**config.mk**
```make
export PLATFORM = sky130hd
export DESIGN_NAME = oag_top
export DESIGN_NICKNAME = d
export VERILOG_FILES = /design/src/rtl/oag_pkg.sv /design/src/rtl/oag_decode.sv /design/src/rtl/oag_calc.sv /design/src/rtl/oag_top.sv
export SDC_FILE = /design/constraint.sdc
export NUM_CORES = 1
export LEC_CHECK = 0
export ABC_AREA = 1
export ABC_CLOCK_PERIOD_IN_PS = 4400
export BUFFER_PORTS_ARGS = -buffer_cell sky130_fd_sc_hd__buf_2
export CAP_MARGIN = 20
export CORE_MARGIN = 2
export CORE_UTILIZATION = 31
export DETAILED_ROUTE_END_ITERATION = 8
export PLACE_DENSITY = 0.64
export SYNTH_ARGS = -nofsm -noshare
export SYNTH_HDL_FRONTEND = slang
export SYNTH_SLANG_ARGS = --single-unit
```
**constraint.sdc**
```tcl
create_clock -name clk -period 4.4 [get_ports clk]
set_clock_uncertainty 0.05 [all_clocks]
set_input_delay 0.66 -clock clk [delete_from_list [all_inputs] [get_ports clk]]
set_output_delay 0.66 -clock clk [all_outputs]
set_load 0.005 [all_outputs]
```
**src/rtl/oag_pkg.sv**
```systemverilog
package oag_pkg;
    localparam int CODE_W = 6;
    localparam int NREG   = 8;
    localparam int REF_W  = 4;

    typedef enum logic [3:0] {
        M_REG, M_IND, M_IND_OFF, M_STACK, M_PEEK, M_PICK,
        M_SPR, M_PCR, M_EXR, M_NIND, M_NLIT, M_SLIT
    } mode_e;

    typedef enum logic [1:0] {
        K_REG = 2'd0,
        K_MEM = 2'd1,
        K_VAL = 2'd2
    } kind_e;

    localparam logic [REF_W-1:0] REF_SP = 4'd8;
    localparam logic [REF_W-1:0] REF_PC = 4'd9;
    localparam logic [REF_W-1:0] REF_EX = 4'd10;
endpackage

```
**src/rtl/oag_decode.sv**
```systemverilog
module oag_decode
    import oag_pkg::*;
(
    input  logic [CODE_W-1:0] code,
    output mode_e             mode,
    output logic [2:0]        reg_idx
);
    always_comb begin
        reg_idx = code[2:0];
        if (code[5]) begin
            mode = M_SLIT;
        end else begin
            unique case (code[4:3])
                2'b00: mode = M_REG;
                2'b01: mode = M_IND;
                2'b10: mode = M_IND_OFF;
                default: begin
                    unique case (code[2:0])
                        3'd0: mode = M_STACK;
                        3'd1: mode = M_PEEK;
                        3'd2: mode = M_PICK;
                        3'd3: mode = M_SPR;
                        3'd4: mode = M_PCR;
                        3'd5: mode = M_EXR;
                        3'd6: mode = M_NIND;
                        default: mode = M_NLIT;
                    endcase
                end
            endcase
        end
    end
endmodule

```
**src/rtl/oag_calc.sv**
```systemverilog
module oag_calc
    import oag_pkg::*;
#(
    parameter int DATA_W = 16
) (
    input  mode_e                  mode,
    input  logic [CODE_W-1:0]      code,
    input  logic [2:0]             reg_idx,
    input  logic                   is_dst,
    input  logic [DATA_W-1:0]      next_word,
    input  logic [DATA_W-1:0]      sp_in,
    input  logic [NREG*DATA_W-1:0] gp_regs,
    output kind_e                  kind,
    output logic [REF_W-1:0]       ref_idx,
    output logic [DATA_W-1:0]      data,
    output logic                   used_next,
    output logic [DATA_W-1:0]      sp_new,
    output logic                   wr_suppress
);
    localparam logic [DATA_W-1:0] SLIT_BIAS = DATA_W'(33);

    logic [DATA_W-1:0] regs_a [NREG];
    for (genvar g = 0; g < NREG; g++) begin : g_unpack
        assign regs_a[g] = gp_regs[g*DATA_W +: DATA_W];
    end

    logic [DATA_W-1:0] rval;
    assign rval = regs_a[reg_idx];

    always_comb begin
        kind        = K_MEM;
        ref_idx     = '0;
        data        = '0;
        used_next   = 1'b0;
        sp_new      = sp_in;
        wr_suppress = 1'b0;
        unique case (mode)
            M_REG: begin
                kind    = K_REG;
                ref_idx = {1'b0, reg_idx};
            end
            M_IND:     data = rval;
            M_IND_OFF: begin
                data      = rval + next_word;
                used_next = 1'b1;
            end
            M_STACK: begin
                if (is_dst) begin
                    sp_new = sp_in - 1'b1;
                    data   = sp_in - 1'b1;
                end else begin
                    sp_new = sp_in + 1'b1;
                    data   = sp_in;
                end
            end
            M_PEEK: data = sp_in;
            M_PICK: begin
                data      = sp_in + next_word;
                used_next = 1'b1;
            end
            M_SPR: begin kind = K_REG; ref_idx = REF_SP; end
            M_PCR: begin kind = K_REG; ref_idx = REF_PC; end
            M_EXR: begin kind = K_REG; ref_idx = REF_EX; end
            M_NIND: begin
                data      = next_word;
                used_next = 1'b1;
            end
            M_NLIT: begin
                kind        = K_VAL;
                data        = next_word;
                used_next   = 1'b1;
                wr_suppress = is_dst;
            end
            default: begin
                kind        = K_VAL;
                data        = DATA_W'(code) - SLIT_BIAS;
                wr_suppress = is_dst;
            end
        endcase
    end
endmodule

```
**src/rtl/oag_top.sv**
```systemverilog
module oag_top
    import oag_pkg::*;
#(
    parameter int DATA_W = 16
) (
    input  logic                   clk,
    input  logic                   rst_n,
    input  logic                   req_valid,
    input  logic                   is_dst,
    input  logic [CODE_W-1:0]      op_code,
    input  logic [DATA_W-1:0]      next_word,
    input  logic [DATA_W-1:0]      ptr_in,
    input  logic [DATA_W-1:0]      sp_in,
    input  logic [NREG*DATA_W-1:0] gp_regs,
    output logic                   res_valid,
    output logic [1:0]             res_kind,
    output logic [REF_W-1:0]       res_ref,
    output logic [DATA_W-1:0]      res_data,
    output logic                   res_used_next,
    output logic [1:0]             res_cycles,
    output logic [DATA_W-1:0]      sp_out,
    output logic                   res_wr_suppress,
    output logic [DATA_W-1:0]      ptr_out
);
    typedef struct packed {
        logic              valid;
        logic [1:0]        kind;
        logic [REF_W-1:0]  ref_idx;
        logic [DATA_W-1:0] data;
        logic              used;
        logic [1:0]        cycles;
        logic [DATA_W-1:0] sp;
        logic              supp;
        logic [DATA_W-1:0] ptr;
    } res_t;

    mode_e             mode;
    logic [2:0]        reg_idx;
    kind_e             c_kind;
    logic [REF_W-1:0]  c_ref;
    logic [DATA_W-1:0] c_data;
    logic              c_used;
    logic [DATA_W-1:0] c_sp;
    logic              c_supp;
    res_t              res_d, res_q;

    oag_decode u_dec (
        .code    (op_code),
        .mode    (mode),
        .reg_idx (reg_idx)
    );

    oag_calc #(.DATA_W(DATA_W)) u_calc (
        .mode        (mode),
        .code        (op_code),
        .reg_idx     (reg_idx),
        .is_dst      (is_dst),
        .next_word   (next_word),
        .sp_in       (sp_in),
        .gp_regs     (gp_regs),
        .kind        (c_kind),
        .ref_idx     (c_ref),
        .data        (c_data),
        .used_next   (c_used),
        .sp_new      (c_sp),
        .wr_suppress (c_supp)
    );

    always_comb begin
        res_d         = res_q;
        res_d.valid   = req_valid;
        if (req_valid) begin
            res_d.kind    = c_kind;
            res_d.ref_idx = c_ref;
            res_d.data    = c_data;
            res_d.used    = c_used;
            res_d.cycles  = {1'b0, c_used};
            res_d.sp      = c_sp;
            res_d.supp    = c_supp;
            res_d.ptr     = ptr_in + DATA_W'(c_used);
        end
    end

    always_ff @(posedge clk) begin
        if (!rst_n) res_q <= '0;
        else        res_q <= res_d;
    end

    assign res_valid       = res_q.valid;
    assign res_kind        = res_q.kind;
    assign res_ref         = res_q.ref_idx;
    assign res_data        = res_q.data;
    assign res_used_next   = res_q.used;
    assign res_cycles      = res_q.cycles;
    assign sp_out          = res_q.sp;
    assign res_wr_suppress = res_q.supp;
    assign ptr_out         = res_q.ptr;

    p_valid_latency_r13: assert property (@(posedge clk) disable iff (!rst_n)
        res_valid == $past(req_valid && rst_n));

    p_ptr_advance_r12: assert property (@(posedge clk) disable iff (!rst_n)
        res_valid |-> ptr_out == $past(ptr_in) + DATA_W'(res_used_next));

    p_cycle_word_r8: assert property (@(posedge clk) disable iff (!rst_n)
        res_valid |-> res_cycles == {1'b0, res_used_next});

    p_push_dec_r4: assert property (@(posedge clk) disable iff (!rst_n)
        res_valid && $past(is_dst && op_code == 6'h18)
        |-> sp_out == $past(sp_in) - 1'b1 && res_data == sp_out);

    p_pop_inc_r5: assert property (@(posedge clk) disable iff (!rst_n)
        res_valid && $past(!is_dst && op_code == 6'h18)
        |-> sp_out == $past(sp_in) + 1'b1 && res_data == $past(sp_in));

    p_sp_hold_r6: assert property (@(posedge clk) disable iff (!rst_n)
        res_valid && $past(op_code != 6'h18) |-> sp_out == $past(sp_in));

    p_suppress_value_r10: assert property (@(posedge clk) disable iff (!rst_n)
        res_valid && res_wr_suppress |-> res_kind == 2'd2 && $past(is_dst));
endmodule

```
==> flow_summary.yaml <==
power_and_ir_drop:
  vdd_drop_max_uv: 193
  pwr_density_cell_nw_per_um2: 256
  p_int_mw: 1.34
  switching_share_pct: 35.6
  p_comb_share_pct: 36.4
  pwr-share-clk_pct: 35.9
  share_seq_of_total_power_pct: 27.7
  p_leak_nw: 4.43
  power.net_switching_uw: 740
floorplan:
  die_area_um2: 21800
  dieWidth_um: 148
  num_rows: 52
  dieHeight_um: 148
  core_area_um2: 20200
  start_util_pct: 31.6
  io-pin-count: 245
sta:
  finalCritPeriodShare_pct: 91.1
  finalCriticalPeriod_ns: 4.01
  hold_violations: 0
  fmax_mhz: 250
  fin_setup_tns_ns: 0
  worst_pin_slew_ns: 0.723
  setup_viol: 0
  drv_slew: 0
  slew_headroom_pct: 51.4
  rsz0062_at_grt: "no"
finish:
  drive_gt1_share_pct: 23.6
  mostFrequentLayoutCells: "345 x nand2_1, 243 x buf_2, 135 x nor2_1, 121 x nand3_1, 98 x inv_1"
  final_util_pct: 40.1
  fillerInstances: 2293
  seq_area_um2: 1140
  syn2layout_area_growth_pct: 27.2
  multi_input_area_um2: 4550
  layout.nets: 1565
  layout_commonest_cell: "nand2_1"
drt:
  routedWlPerCell_um: 15.2
  antenna_left: 0
  drt_iter0_drc: 431
  drt-total-wl_um: 24700
  vias: 8066
  avgViaCountPerCell: 4.95
  drcViolationCount: 0
  first_pass_iters: 5
synth:
  yosys_warnings: 0
  netlist_instances: 1139
  syn_area_um2: 6390
  ys_seq_elements: 57
  synth_edf_count: 0
  ys.flop_type: "dfxtp_1"
  syn_nets: 1354
  syn_area_per_cell_um2: 5.61
  synth.distinct_cells: 46
  async_reset_ff_share_pct: 0
  synth-seq-area-share_pct: 17.9
critical_path:
  path_max_fanout: 66
  r2r_setup_slack_ns: 3.66
  r2r_start: "sp_out[15]"
  reg2reg_depth: 4
  crit_required_ns: 4.57
  crit_slowest_cell: "o21ai_0"
  cp-start-kind: "input pin"
  end_kind: "register"
  critPathKind: "in -> reg"
  path_cells: "buf_2, inv_2, buf_12, nand2_1, a22o_1, o21ai_0, nand2_1, o21ai_0, ha_1, inv_1, fa_1, o21ai_0, buf_4, nand4_1, o211ai_1, nand2_1, nand2_1, nor2_1, nor3_1, nand3_1, nand2_1, inv_1"
  crit_path_max_incr_delay_ns: 0.43
  crit_arrival_ns: 4.18
  worstReg2RegEnd: "sp_out[15]"
  path_common_cell: "nand2_1"
place:
  dp_hpwl_um: 20100
  place_congestion: 0.901
  numPortBuffers: 243
grt:
  use_met2_pct: 40.0
  grt_busiest_layer: "met2"
  use_met1_pct: 26.9
  grt_max_degree: 69
  antenna_found_initial: 4
  grt_pass1_vias: 7669
  gr-total-overflow: 0
  grt_usage_pct: 22.3
  grt_first_pass_wirelength_um: 38600
  use_met3_pct: 2.99
worst_hold_path:
  min_path_cells: 2
  holdPathEnd: "res_ref[1]"
  hold_class: "reg -> reg"
  min_from: "res_ref[1]"
clock_tree:
  cts_resized: 0
  cts.sinks: 57
  cts_tree: "yes"
  path_clk_slew_ns: 0.06
  clock-root-buffer: "clkbuf_16"
  cts_buffer_depth: 2
  clk_latency_ns: 0.33
  post_cts.repair.setup_buffers: 0
  cts_hold_buf: 0
  cts_buffers: 9
  h-tree-depth: 3
job:
  drv_cap: 0
status:
  run_status: "complete, no violations"
[power groups by stage]
stage	Combinational (mW)	Sequential (mW)	Clock, mW
final	0.757	0.576	0.746
after global routing	0.854	0.582	0.791
after floorplan	0.464	0.590	0
after CTS	0.759	0.576	0.761
after global placement	0.751	0.587	0
after detailed placement	0.755	0.587	0
[layer usage]
metal,routed length [µm],share of wire (%)
met1,10400,42
met2,12300,50
met3,1320,5.3
met4,740,3.0
met5,0,0
[flip-flops by register name (all words and copies together), names as in the netlist]
signal and flops:
res_used_next 1, res_kind 2, sp_out 16, res_data 16, res_ref 4, res_wr_suppress 1
ptr_out 16, res_valid 1
[final cells by class]
| class | instances | share of cell area (%) |
|---|---|---|
| Timing Repair Buffer | 258 | 16.5 |
| Sequential cell | 57 | 14.0 |
| Clock buffer | 9 | 2.77 |
| Tap cell | 270 | 4.16 |
| Inverter | 113 | 5.22 |
| Clock inverter | 7 | 1.16 |
| Multi-Input combinational cell | 911 | 56.0 |
| Antenna cell | 4 | 0.123 |
[kinds of logic (layout without fill, tap and decap cells)]
| family | Yosys count | after routing | share of synthesized area [%] |
|---|---|---|---|
| and+or+nand+nor | 672 | 672 | 45.6 |
| DFF | 57 | 57 | 17.9 |
| buffers and inverters | 171 | 387 | 10.9 |
| AOI/OAI and AO/OA | 174 | 174 | 14.9 |
| adders and majority gates | 29 | 29 | 5.80 |
| xor gates and xnor gates | 35 | 35 | 4.80 |
| other | 1 | 5 | 0.0587 |
[worst max path at each step]
stage               cells past startpoint           end  startpoint  slack (ns)
CTS                                    22  res_data[12]  op_code[0]        0.46
floorplan                              27  res_data[14]  op_code[0]        0.27
global placement                       19  res_data[12]  op_code[0]        0.17
global route                           22  res_data[12]  op_code[0]        0.09
finish                                 22  res_data[12]  op_code[0]        0.39
detailed placement                     22  res_data[12]  op_code[0]        0.12
[worst max-delay path: cells and delay by family]
family | cells | cell delay, ns
compound gates | 5 | 1.16
fa+ha+maj | 2 | 0.62
buf+inv | 6 | 0.76
simple gates | 9 | 0.94
[synth_stat cells (3+ instances only)]
| library cell | n | share of area [%] |
|---|---|---|
| clkbuf_1 | 30 | 1.8 |
| nand2_1 | 345 | 20 |
| nand4_1 | 26 | 2.5 |
| o221ai_1 | 6 | 0.82 |
| nor2_1 | 135 | 7.9 |
| a22o_1 | 5 | 0.69 |
| buf_6 | 3 | 0.53 |
| inv_1 | 99 | 5.8 |
| xor2_1 | 30 | 4.1 |
| nand2_2 | 10 | 0.98 |
| nor2_4 | 6 | 1.1 |
| buf_4 | 3 | 0.35 |
| nor3_1 | 10 | 0.78 |
| buf_1 | 5 | 0.29 |
| inv_2 | 13 | 0.76 |
| nand3_1 | 121 | 9.5 |
| o21ai_0 | 78 | 6.1 |
| xnor2_1 | 5 | 0.69 |
| o211ai_1 | 5 | 0.59 |
| o21ai_1 | 12 | 0.94 |
| buf_2 | 17 | 1.3 |
| nand2_4 | 3 | 0.53 |
| nor2_2 | 5 | 0.49 |
| dfxtp_1 | 57 | 18 |
| a21oi_1 | 57 | 4.5 |
| ha_1 | 28 | 5.5 |
[per-stage QoR]
step	worst slack (ns)	std cells	power [mW]	instance area, µm²	hold slack, ns
5_1_grt	0.0918	1629	2.23	8120	0.438
6_report	0.393	1629	2.08	8120	0.412
3_3_place_gp	0.171	1609	1.34	7790	0.402
3_5_place_dp	0.124	1609	1.34	7790	0.406
2_1_floorplan	0.268	1139	1.05	6390	0.412
4_1_cts	0.460	1625	2.10	8110	0.415
(Power assumes the default switching activity.)
